[config.mk]
export PLATFORM = sky130hd
export DESIGN_NAME = branch_rec_buf
export DESIGN_NICKNAME = d
export VERILOG_FILES = /design/src/rtl/brb_pkg.sv /design/src/rtl/brb_cyc_enc.sv /design/src/rtl/brb_filter.sv /design/src/rtl/brb_store.sv /design/src/rtl/branch_rec_buf.sv
export SDC_FILE = /design/constraint.sdc
export NUM_CORES = 2
export LEC_CHECK = 0
export ABC_CLOCK_PERIOD_IN_PS = 4250
export BUFFER_PORTS_ARGS = -buffer_cell sky130_fd_sc_hd__buf_4
export CAP_MARGIN = 20
export CORE_MARGIN = 1.5
export CORE_UTILIZATION = 35
export DETAILED_ROUTE_END_ITERATION = 10
export PLACE_DENSITY_LB_ADDON = 0.25
export SLEW_MARGIN = 20
export SYNTH_ARGS = -nofsm -noshare
export SYNTH_HDL_FRONTEND = slang
export SYNTH_SLANG_ARGS = --single-unit
[constraint.sdc]
create_clock -name clk_i -period 4.25 [get_ports clk_i]
set_clock_uncertainty 0.15 [all_clocks]
set_input_delay 0.425 -clock clk_i [delete_from_list [all_inputs] [get_ports clk_i]]
set_output_delay 0.425 -clock clk_i [all_outputs]
set_load 0.1 [all_outputs]
[src/rtl/brb_pkg.sv]
package brb_pkg;
  localparam int TYPE_W     = 3;
  localparam int LVL_W      = 2;
  localparam int CYC_W      = 16;
  localparam int BANK_SZ    = 32;
  localparam int BANK_IDX_W = $clog2(BANK_SZ);
  localparam int FLT_W      = 8;
  localparam int CTL_W      = 7;
  localparam int MANT_W     = 8;
  localparam int EXP_W      = 4;

  // info word layout
  localparam int VLD_LSB  = 0;
  localparam int TY_LSB   = 2;
  localparam int LV_LSB   = TY_LSB + TYPE_W;
  localparam int MP_BIT   = LV_LSB + LVL_W;
  localparam int MANT_LSB = MP_BIT + 1;
  localparam int EXP_LSB  = MANT_LSB + MANT_W;
  localparam int CCU_BIT  = EXP_LSB + EXP_W;
  localparam int INFO_W   = CCU_BIT + 1;

  localparam logic [TYPE_W-1:0] TY_EXC  = 3'd6;
  localparam logic [TYPE_W-1:0] TY_ERET = 3'd7;

  typedef struct packed {
    logic       bank;
    logic       pause;
    logic [5:0] ty_en;
  } flt_t;

  typedef struct packed {
    logic freeze_en;
    logic cc_en;
    logic mpred_en;
    logic eret_en;
    logic exc_en;
    logic kern_en;
    logic user_en;
  } ctl_t;
endpackage

[src/rtl/brb_cyc_enc.sv]
module brb_cyc_enc import brb_pkg::*; (
  input  logic [CYC_W-1:0]  cyc_i,
  output logic [EXP_W-1:0]  exp_o,
  output logic [MANT_W-1:0] mant_o
);
  always_comb begin
    exp_o  = '0;
    mant_o = cyc_i[MANT_W-1:0];
    // ascending scan: highest set bit wins
    for (int p = MANT_W; p < CYC_W; p++) begin
      if (cyc_i[p]) begin
        exp_o  = EXP_W'(p - MANT_W + 1);
        mant_o = MANT_W'(cyc_i >> (p - MANT_W));
      end
    end
  end
endmodule

[src/rtl/brb_filter.sv]
module brb_filter import brb_pkg::*; #(
  parameter int ADDR_W = 32
) (
  input  flt_t              flt_i,
  input  ctl_t              ctl_i,
  input  logic              valid_i,
  input  logic [TYPE_W-1:0] type_i,
  input  logic [LVL_W-1:0]  src_lvl_i,
  input  logic [LVL_W-1:0]  tgt_lvl_i,
  input  logic [ADDR_W-1:0] src_i,
  input  logic [ADDR_W-1:0] tgt_i,
  input  logic              mispred_i,
  input  logic [CYC_W-1:0]  cyc_i,
  input  logic              cyc_unk_i,
  output logic              hit_o,
  output logic [ADDR_W-1:0] src_o,
  output logic [ADDR_W-1:0] tgt_o,
  output logic [INFO_W-1:0] info_o
);
  logic [EXP_W-1:0]  cexp;
  logic [MANT_W-1:0] cmant;
  logic              src_ok, tgt_ok, gate, is_x;
  logic [1:0]        vld;
  logic [7:0]        ty_vec;

  brb_cyc_enc i_enc (.cyc_i(cyc_i), .exp_o(cexp), .mant_o(cmant));

  function automatic logic lvl_en(input ctl_t c, input logic [LVL_W-1:0] l);
    return (l == '0) ? c.user_en : c.kern_en;
  endfunction

  always_comb begin
    src_ok = lvl_en(ctl_i, src_lvl_i);
    tgt_ok = lvl_en(ctl_i, tgt_lvl_i);
    ty_vec = {ctl_i.eret_en, ctl_i.exc_en, flt_i.ty_en};
    gate   = ty_vec[type_i];
    is_x   = (type_i == TY_EXC) || (type_i == TY_ERET);
    // exceptions keep the enabled half; ordinary branches need both sides
    if (is_x) vld = {tgt_ok, src_ok};
    else      vld = (src_ok && tgt_ok) ? 2'b11 : 2'b00;
    hit_o = valid_i && gate && (vld != 2'b00);
    src_o = vld[0] ? src_i : '0;
    tgt_o = vld[1] ? tgt_i : '0;

    info_o = '0;
    info_o[VLD_LSB +: 2]     = vld;
    info_o[TY_LSB +: TYPE_W] = type_i;
    info_o[LV_LSB +: LVL_W]  = vld[1] ? tgt_lvl_i : '0;
    info_o[MP_BIT]           = ctl_i.mpred_en && mispred_i && vld[0];
    if (ctl_i.cc_en) begin
      if (cyc_unk_i) begin
        info_o[CCU_BIT] = 1'b1;
      end else begin
        info_o[MANT_LSB +: MANT_W] = cmant;
        info_o[EXP_LSB +: EXP_W]   = cexp;
      end
    end
  end
endmodule

[src/rtl/brb_store.sv]
module brb_store import brb_pkg::*; #(
  parameter int NUM_REC = 32,
  parameter int ADDR_W  = 32,
  parameter int RD_W    = BANK_IDX_W + 1
) (
  input  logic              clk_i,
  input  logic              rst_ni,
  input  logic              push_i,
  input  logic              inval_i,
  input  logic [ADDR_W-1:0] src_i,
  input  logic [ADDR_W-1:0] tgt_i,
  input  logic [INFO_W-1:0] info_i,
  input  logic [RD_W-1:0]   rd_addr_i,
  output logic [ADDR_W-1:0] rd_src_o,
  output logic [ADDR_W-1:0] rd_tgt_o,
  output logic [INFO_W-1:0] rd_info_o
);
  localparam int IW = $clog2(NUM_REC);

  logic [ADDR_W-1:0] src_q  [NUM_REC];
  logic [ADDR_W-1:0] tgt_q  [NUM_REC];
  logic [INFO_W-1:0] info_q [NUM_REC];

  for (genvar i = 0; i < NUM_REC; i++) begin : g_ent
    logic [ADDR_W-1:0] src_d, tgt_d;
    logic [INFO_W-1:0] info_d;
    if (i == 0) begin : g_head
      assign src_d  = src_i;
      assign tgt_d  = tgt_i;
      assign info_d = info_i;
    end else begin : g_body
      assign src_d  = inval_i ? '0 : src_q[i-1];
      assign tgt_d  = inval_i ? '0 : tgt_q[i-1];
      assign info_d = inval_i ? '0 : info_q[i-1];

      p_contig_r3: assert property (@(posedge clk_i) disable iff (!rst_ni)
        (info_q[i][1:0] != 2'b00) |-> (info_q[i-1][1:0] != 2'b00));
    end

    always_ff @(posedge clk_i or negedge rst_ni) begin
      if (!rst_ni) begin
        src_q[i]  <= '0;
        tgt_q[i]  <= '0;
        info_q[i] <= '0;
      end else if (push_i) begin
        src_q[i]  <= src_d;
        tgt_q[i]  <= tgt_d;
        info_q[i] <= info_d;
      end else if (inval_i) begin
        src_q[i]  <= '0;
        tgt_q[i]  <= '0;
        info_q[i] <= '0;
      end
    end
  end

  always_comb begin
    rd_src_o  = '0;
    rd_tgt_o  = '0;
    rd_info_o = '0;
    if (int'(rd_addr_i) < NUM_REC) begin
      rd_src_o  = src_q[rd_addr_i[IW-1:0]];
      rd_tgt_o  = tgt_q[rd_addr_i[IW-1:0]];
      rd_info_o = info_q[rd_addr_i[IW-1:0]];
    end
  end

  p_head_r3: assert property (@(posedge clk_i) disable iff (!rst_ni)
    push_i |=> (src_q[0] == $past(src_i)) && (info_q[0] == $past(info_i)));
  p_inval_r7: assert property (@(posedge clk_i) disable iff (!rst_ni)
    (inval_i && !push_i) |=> (info_q[0] == '0) && (info_q[NUM_REC-1] == '0));
  p_hold_r8: assert property (@(posedge clk_i) disable iff (!rst_ni)
    (!push_i && !inval_i) |=> $stable(info_q[0]) && $stable(src_q[0]));
endmodule

[src/rtl/branch_rec_buf.sv]
module branch_rec_buf import brb_pkg::*; #(
  parameter int NUM_REC = 32,
  parameter int ADDR_W  = 32
) (
  input  logic                  clk_i,
  input  logic                  rst_ni,
  input  logic                  br_valid_i,
  input  logic [TYPE_W-1:0]     br_type_i,
  input  logic [LVL_W-1:0]      br_src_lvl_i,
  input  logic [LVL_W-1:0]      br_tgt_lvl_i,
  input  logic [ADDR_W-1:0]     br_src_i,
  input  logic [ADDR_W-1:0]     br_tgt_i,
  input  logic                  br_mispred_i,
  input  logic [CYC_W-1:0]      br_cyc_i,
  input  logic                  br_cyc_unk_i,
  input  logic                  flt_we_i,
  input  logic [FLT_W-1:0]      flt_wdata_i,
  input  logic                  ctl_we_i,
  input  logic [CTL_W-1:0]      ctl_wdata_i,
  input  logic                  inval_i,
  input  logic                  ovf_i,
  input  logic [BANK_IDX_W-1:0] rd_idx_i,
  output logic [ADDR_W-1:0]     rd_src_o,
  output logic [ADDR_W-1:0]     rd_tgt_o,
  output logic [INFO_W-1:0]     rd_info_o
);
  localparam flt_t FLT_RST = '{bank: 1'b0, pause: 1'b1, ty_en: '0};

  flt_t              flt_q, flt_w;
  ctl_t              ctl_q;
  logic              hit, push, freeze;
  logic [ADDR_W-1:0] f_src, f_tgt;
  logic [INFO_W-1:0] f_info;

  assign flt_w  = flt_t'(flt_wdata_i);
  assign freeze = ovf_i && ctl_q.freeze_en;
  assign push   = hit && !flt_q.pause && !freeze;

  always_ff @(posedge clk_i or negedge rst_ni) begin
    if (!rst_ni) begin
      flt_q <= FLT_RST;
      ctl_q <= '0;
    end else begin
      if (flt_we_i) flt_q <= flt_w;
      if (freeze)   flt_q.pause <= 1'b1;  // freeze beats a resume write
      if (ctl_we_i) ctl_q <= ctl_t'(ctl_wdata_i);
    end
  end

  brb_filter #(.ADDR_W(ADDR_W)) i_filter (
    .flt_i(flt_q), .ctl_i(ctl_q), .valid_i(br_valid_i), .type_i(br_type_i),
    .src_lvl_i(br_src_lvl_i), .tgt_lvl_i(br_tgt_lvl_i),
    .src_i(br_src_i), .tgt_i(br_tgt_i), .mispred_i(br_mispred_i),
    .cyc_i(br_cyc_i), .cyc_unk_i(br_cyc_unk_i),
    .hit_o(hit), .src_o(f_src), .tgt_o(f_tgt), .info_o(f_info)
  );

  brb_store #(.NUM_REC(NUM_REC), .ADDR_W(ADDR_W)) i_store (
    .clk_i(clk_i), .rst_ni(rst_ni), .push_i(push), .inval_i(inval_i),
    .src_i(f_src), .tgt_i(f_tgt), .info_i(f_info),
    .rd_addr_i({flt_q.bank, rd_idx_i}),
    .rd_src_o(rd_src_o), .rd_tgt_o(rd_tgt_o), .rd_info_o(rd_info_o)
  );

  p_freeze_r9: assert property (@(posedge clk_i) disable iff (!rst_ni)
    freeze |=> flt_q.pause);
  p_resume_r8: assert property (@(posedge clk_i) disable iff (!rst_ni)
    (flt_we_i && !flt_w.pause && !freeze) |=> !flt_q.pause);
  p_src_half_r5: assert property (@(posedge clk_i) disable iff (!rst_ni)
    (hit && f_info[1:0] == 2'b01) |-> (f_tgt == '0));
  p_tgt_half_r5: assert property (@(posedge clk_i) disable iff (!rst_ni)
    (hit && f_info[1:0] == 2'b10) |-> (f_src == '0));
  p_cyc_small_r11: assert property (@(posedge clk_i) disable iff (!rst_ni)
    (hit && ctl_q.cc_en && !br_cyc_unk_i && br_cyc_i < 16'd256) |->
      (f_info[EXP_LSB +: EXP_W] == '0) && (f_info[MANT_LSB +: MANT_W] == br_cyc_i[7:0]));
  p_mpred_off_r10: assert property (@(posedge clk_i) disable iff (!rst_ni)
    (hit && !ctl_q.mpred_en) |-> !f_info[MP_BIT]);
endmodule

==> impl_summary.md <==
Setup path
Tracing the worst setup path back leads to its startpoint at i_store.src_q[836]. The worst setup path is of the flip-flop to output port kind. The launch instance of the worst register-to-register path is ctl_q[0]. The category of the worst setup path launch point is a flip-flop.

The signal on the critical path passes through mux4_2 -> nor2b_1 -> a211oi_1 -> a21oi_1 -> a22o_1 -> buf_4. Data arrives at the worst endpoint at 3.28 ns. Among all stages on the critical path, the largest delay is contributed by sky130_fd_sc_hd__a211oi_1. The type of destination of the critical path is an output port. The peak per-stage delay on the critical path is 0.69 ns. In this run the worst path has a maximum fanout of 2. Data on the critical path is required at its endpoint by 3.67 ns.

Timing
Across all setup checks in the final design, the least slack found is 0.398 ns. After layout, the worst path uses 90.6% of the clock period. The count of endpoints failing hold in the final timing report is 0. The maximum clock frequency is 0.260 GHz. At the pin with the least slew margin, the transition time is 1.22 ns.

The number of max-slew violations in the final report was 0. Setup violations remaining at the end of the flow were counted as 0. The total negative setup slack is 0 ns. The headroom to the max-slew limit is 17.9%. The clock period minus worst slack is 3.85 ns. Setup repair after global routing left no endpoint under its margin.

Placement
The global placement routability congestion is 0.782. The number of port buffers is 200. At the placement stage, the worst setup path has a slack of 0.337 ns. Summed over all nets, the half-perimeter wirelength after detailed placement is 225000 µm. The instance area after placement is 147000 µm².

Clocking
The clock transition time at the flip-flop clock pins of the worst setup and hold paths is 0.06 ns. Post-CTS repair changed the size of 0 cells. The number of buffers between clock root and the deepest sink is 4.

CTS saw 2735 sinks. At the later pin of the worst-skew pair, clock insertion delay measures 0.93 ns. The TritonCTS buffer count is 309. The number of H-tree levels is 5. The tree is rooted in a sky130_fd_sc_hd__clkbuf_16.

The TritonCTS clock tree is built.

Logic synthesis
Summed over its instances, the top area cell type makes up 49.2% of the synthesized netlist area. After technology mapping, the gate count stands at 10.3k. The net count after synthesis is 10.4k. The number of distinct library cell variants in the gate-level netlist after synthesis is 38. In the post-synthesis netlist, the biggest area contributors are sky130_fd_sc_hd__dfrtp_1, sky130_fd_sc_hd__mux2i_1, sky130_fd_sc_hd__mux4_2, sky130_fd_sc_hd__nand2b_1, sky130_fd_sc_hd__buf_6. In this run, synthesis produced a sequential element count of 2735. The average instance in the mapped netlist occupies 13.5 µm². Sequential cells were found to cover 49.2% of the synthesized design area. sky130_fd_sc_hd__dfrtp_1 takes more of the synthesized area than any other cell. The post-synth design cell area is 139000 µm². Yosys printed 0 warnings.

Floorplanning
Once the floorplan was initialized, standard cells occupied 35.1% of the core. The height of the chip is 633 µm. The row count is 231. 201 I/O pins were placed.

Measured along the x axis, the die boundary spans 633 µm. The floorplan step defined a core boundary enclosing 396000 µm². The floorplan die area is 401000 µm².

Route
For this block, wires on met1 add up to 164000 µm. After detailed routing, the met2 layer carries 160000 µm of wire. Before antenna repair, the detailed router went through 5 iterations. In the routed design, unresolved DRC markers number 0.

The routed design uses 11000 µm of met3 wire. The violation count after the first detailed-routing iteration is 4784. Using the TritonRoute via totals, the vias-per-cell ratio works out to 5.12. The total number of vias is 81.7k. The number of nets still failing antenna checks after routing is 0. Signal routing reaches up to met5. The final routed wire length divided by cell count is 21.5 µm. The routed design has 342000 µm of wire.

Layout
The library cell used most frequently in the layout, excluding fill and tap cells, is sky130_fd_sc_hd__mux2i_1. In the final design database the tool counted 10.6k nets. The utilization of the core after routing is 40.2%. The layout overhead on the synthesized area is 14.3%. The library cells used most frequently in the layout, excluding fill and tap cells, are sky130_fd_sc_hd__mux2i_1, sky130_fd_sc_hd__dfrtp_1, sky130_fd_sc_hd__nand2b_1. After routing the design area is 159000 µm². The multi-input logic area is 65700 µm². Summing all flip-flop and latch instances after layout gives 68400 µm². The total of fill cells in the finished design is 36.4k. Cells with a size suffix above 1 make up 18.0% of the layout.

Status
The run finished with clean final reports.

Power and ir drop
The fraction of power spent switching nets is 23.7%. For this design the ratio of total power to cell area is 362 nW/µm². IR analysis of the VDD net gives a maximum drop of 0.000302 V. Registers are responsible for 45.4% of the overall power. In this run, the combinational gates consume 7.1% of the power. The analysis attributes to net switching a power of 13600 µW. The leakage power summed over all cells is 0.0684 µW.

The share of total power dissipated in the clock network is 47.5%. Overall power consumption after layout is estimated at 57500 µW. The internal power consumption is 43900 µW.

Hold path
The worst hold path begins at inval_i. The path category of the worst min-delay check is input pin to flip-flop.

Run
The number of maximum-capacitance violations is 0.

GRT
The wire length of the first global-routing pass is 547000 µm. The initial antenna violation count is 14. The total overflow left after global routing is 0.

The number of global-route vias before repair is 91.0k. The overall track demand over capacity in global routing is 17.1%. The largest net degree at the start of global routing is 213.
[through the flow]
step | cells | hold slack, ns
5_1_grt | 16000 | 0.0608
3_3_place_gp | 15300 | 0.280
4_1_cts | 16000 | 0.00328
2_1_floorplan | 10300 | -0.0206
3_5_place_dp | 15300 | 0.291
6_report | 16000 | 0.0692
[cells by family after synthesis]
kind of cell / synth area share [%]
simple gates: 12.8
mux: 33.3
buf+inv: 3.58
flops: 49.2
compound gates: 1.15
[registers in the layout, summed over array words and instances (netlist names)]
signal	count
i_store.src_q	1024
i_store.tgt_q	1024
i_store.info_q	672
flt_q	8
ctl_q	7
[metal layers]
layer | vias up | GRT usage [%]
met5 | - | 0
met4 | 4 | 3.86
met2 | 966 | 27.6
met3 | 420 | 2.32
met1 | 43300 | 24.5
li1 | 37000 | -
[path summary, 6_finish.rpt]
check                                          end  slack (ns)  cells past startpoint
worst min register to register  i_store.src_q[274]        0.39                      2
worst max register to register   i_store.info_q[0]        0.92                      7
worst min-delay path             i_store.info_q[2]        0.07                      3
min in group asynchronous       i_store.tgt_q[351]        0.55                      3
worst max-delay path                   rd_src_o[4]        0.40                      6
max in group asynchronous       i_store.tgt_q[130]        1.93                      5
[area by class of cell]
class | instances | share of cell area (%)
flip-flops and latches | 2735 | 43.1
well taps | 5242 | 4.13
clock inverters | 96 | 0.760
diodes | 5 | 0.00787
repair buffers | 727 | 4.99
clock buffers | 448 | 5.70
inverters | 8 | 0.0189
multi-input cells | 6697 | 41.3
[timing repair]
item                                    4_1_cts  5_1_grt
hold buffers                                125        0
endpoints found under the setup margin        2        0
setup buffers                                11        0
endpoints found under the hold margin       633        0
[critical path: cells and delay by family (launching register included)]
family	cells	cell delay, ns
compound gates	3	1.09
mux	1	0.46
flops	1	0.38
buf+inv	1	0.27
simple gates	1	0.14
[synth_stat cells, drive strengths merged]
| master | n |
|---|---|
| a211o | 1 |
| a211oi | 38 |
| a21oi | 56 |
| a22o | 86 |
| a22oi | 6 |
| a311oi | 1 |
| a31oi | 7 |
| and2 | 2 |
| and3b | 1 |
| buf | 406 |
| clkbuf | 436 |
| clkinv | 1 |
| dfrtp | 2734 |
| dfstp | 1 |
| inv | 7 |
| mux2 | 21 |
| mux2i | 2766 |
| mux4 | 814 |
| nand2 | 83 |
| nand2b | 2721 |
| nand3 | 1 |
| nor2 | 12 |
| nor2b | 43 |
| nor3 | 3 |
| nor3b | 3 |
| o2111ai | 1 |
| o211ai | 1 |
| o21ai | 21 |
| o221ai | 1 |
| o311a | 1 |
| o311ai | 1 |
| o31a | 1 |
| o31ai | 3 |
| or2 | 1 |
| or3b | 1 |
[power by group through the flow]
stage	clock, µW	combinational, µW	sequential (µW)
6_report	27300	4080	26100
3_3_place_gp	0	4000	26600
4_1_cts	28200	4190	26100
3_5_place_dp	0	4050	26600
5_1_grt	29300	4390	26100
2_1_floorplan	0	2300	26600
(Power assumes the default switching activity.)
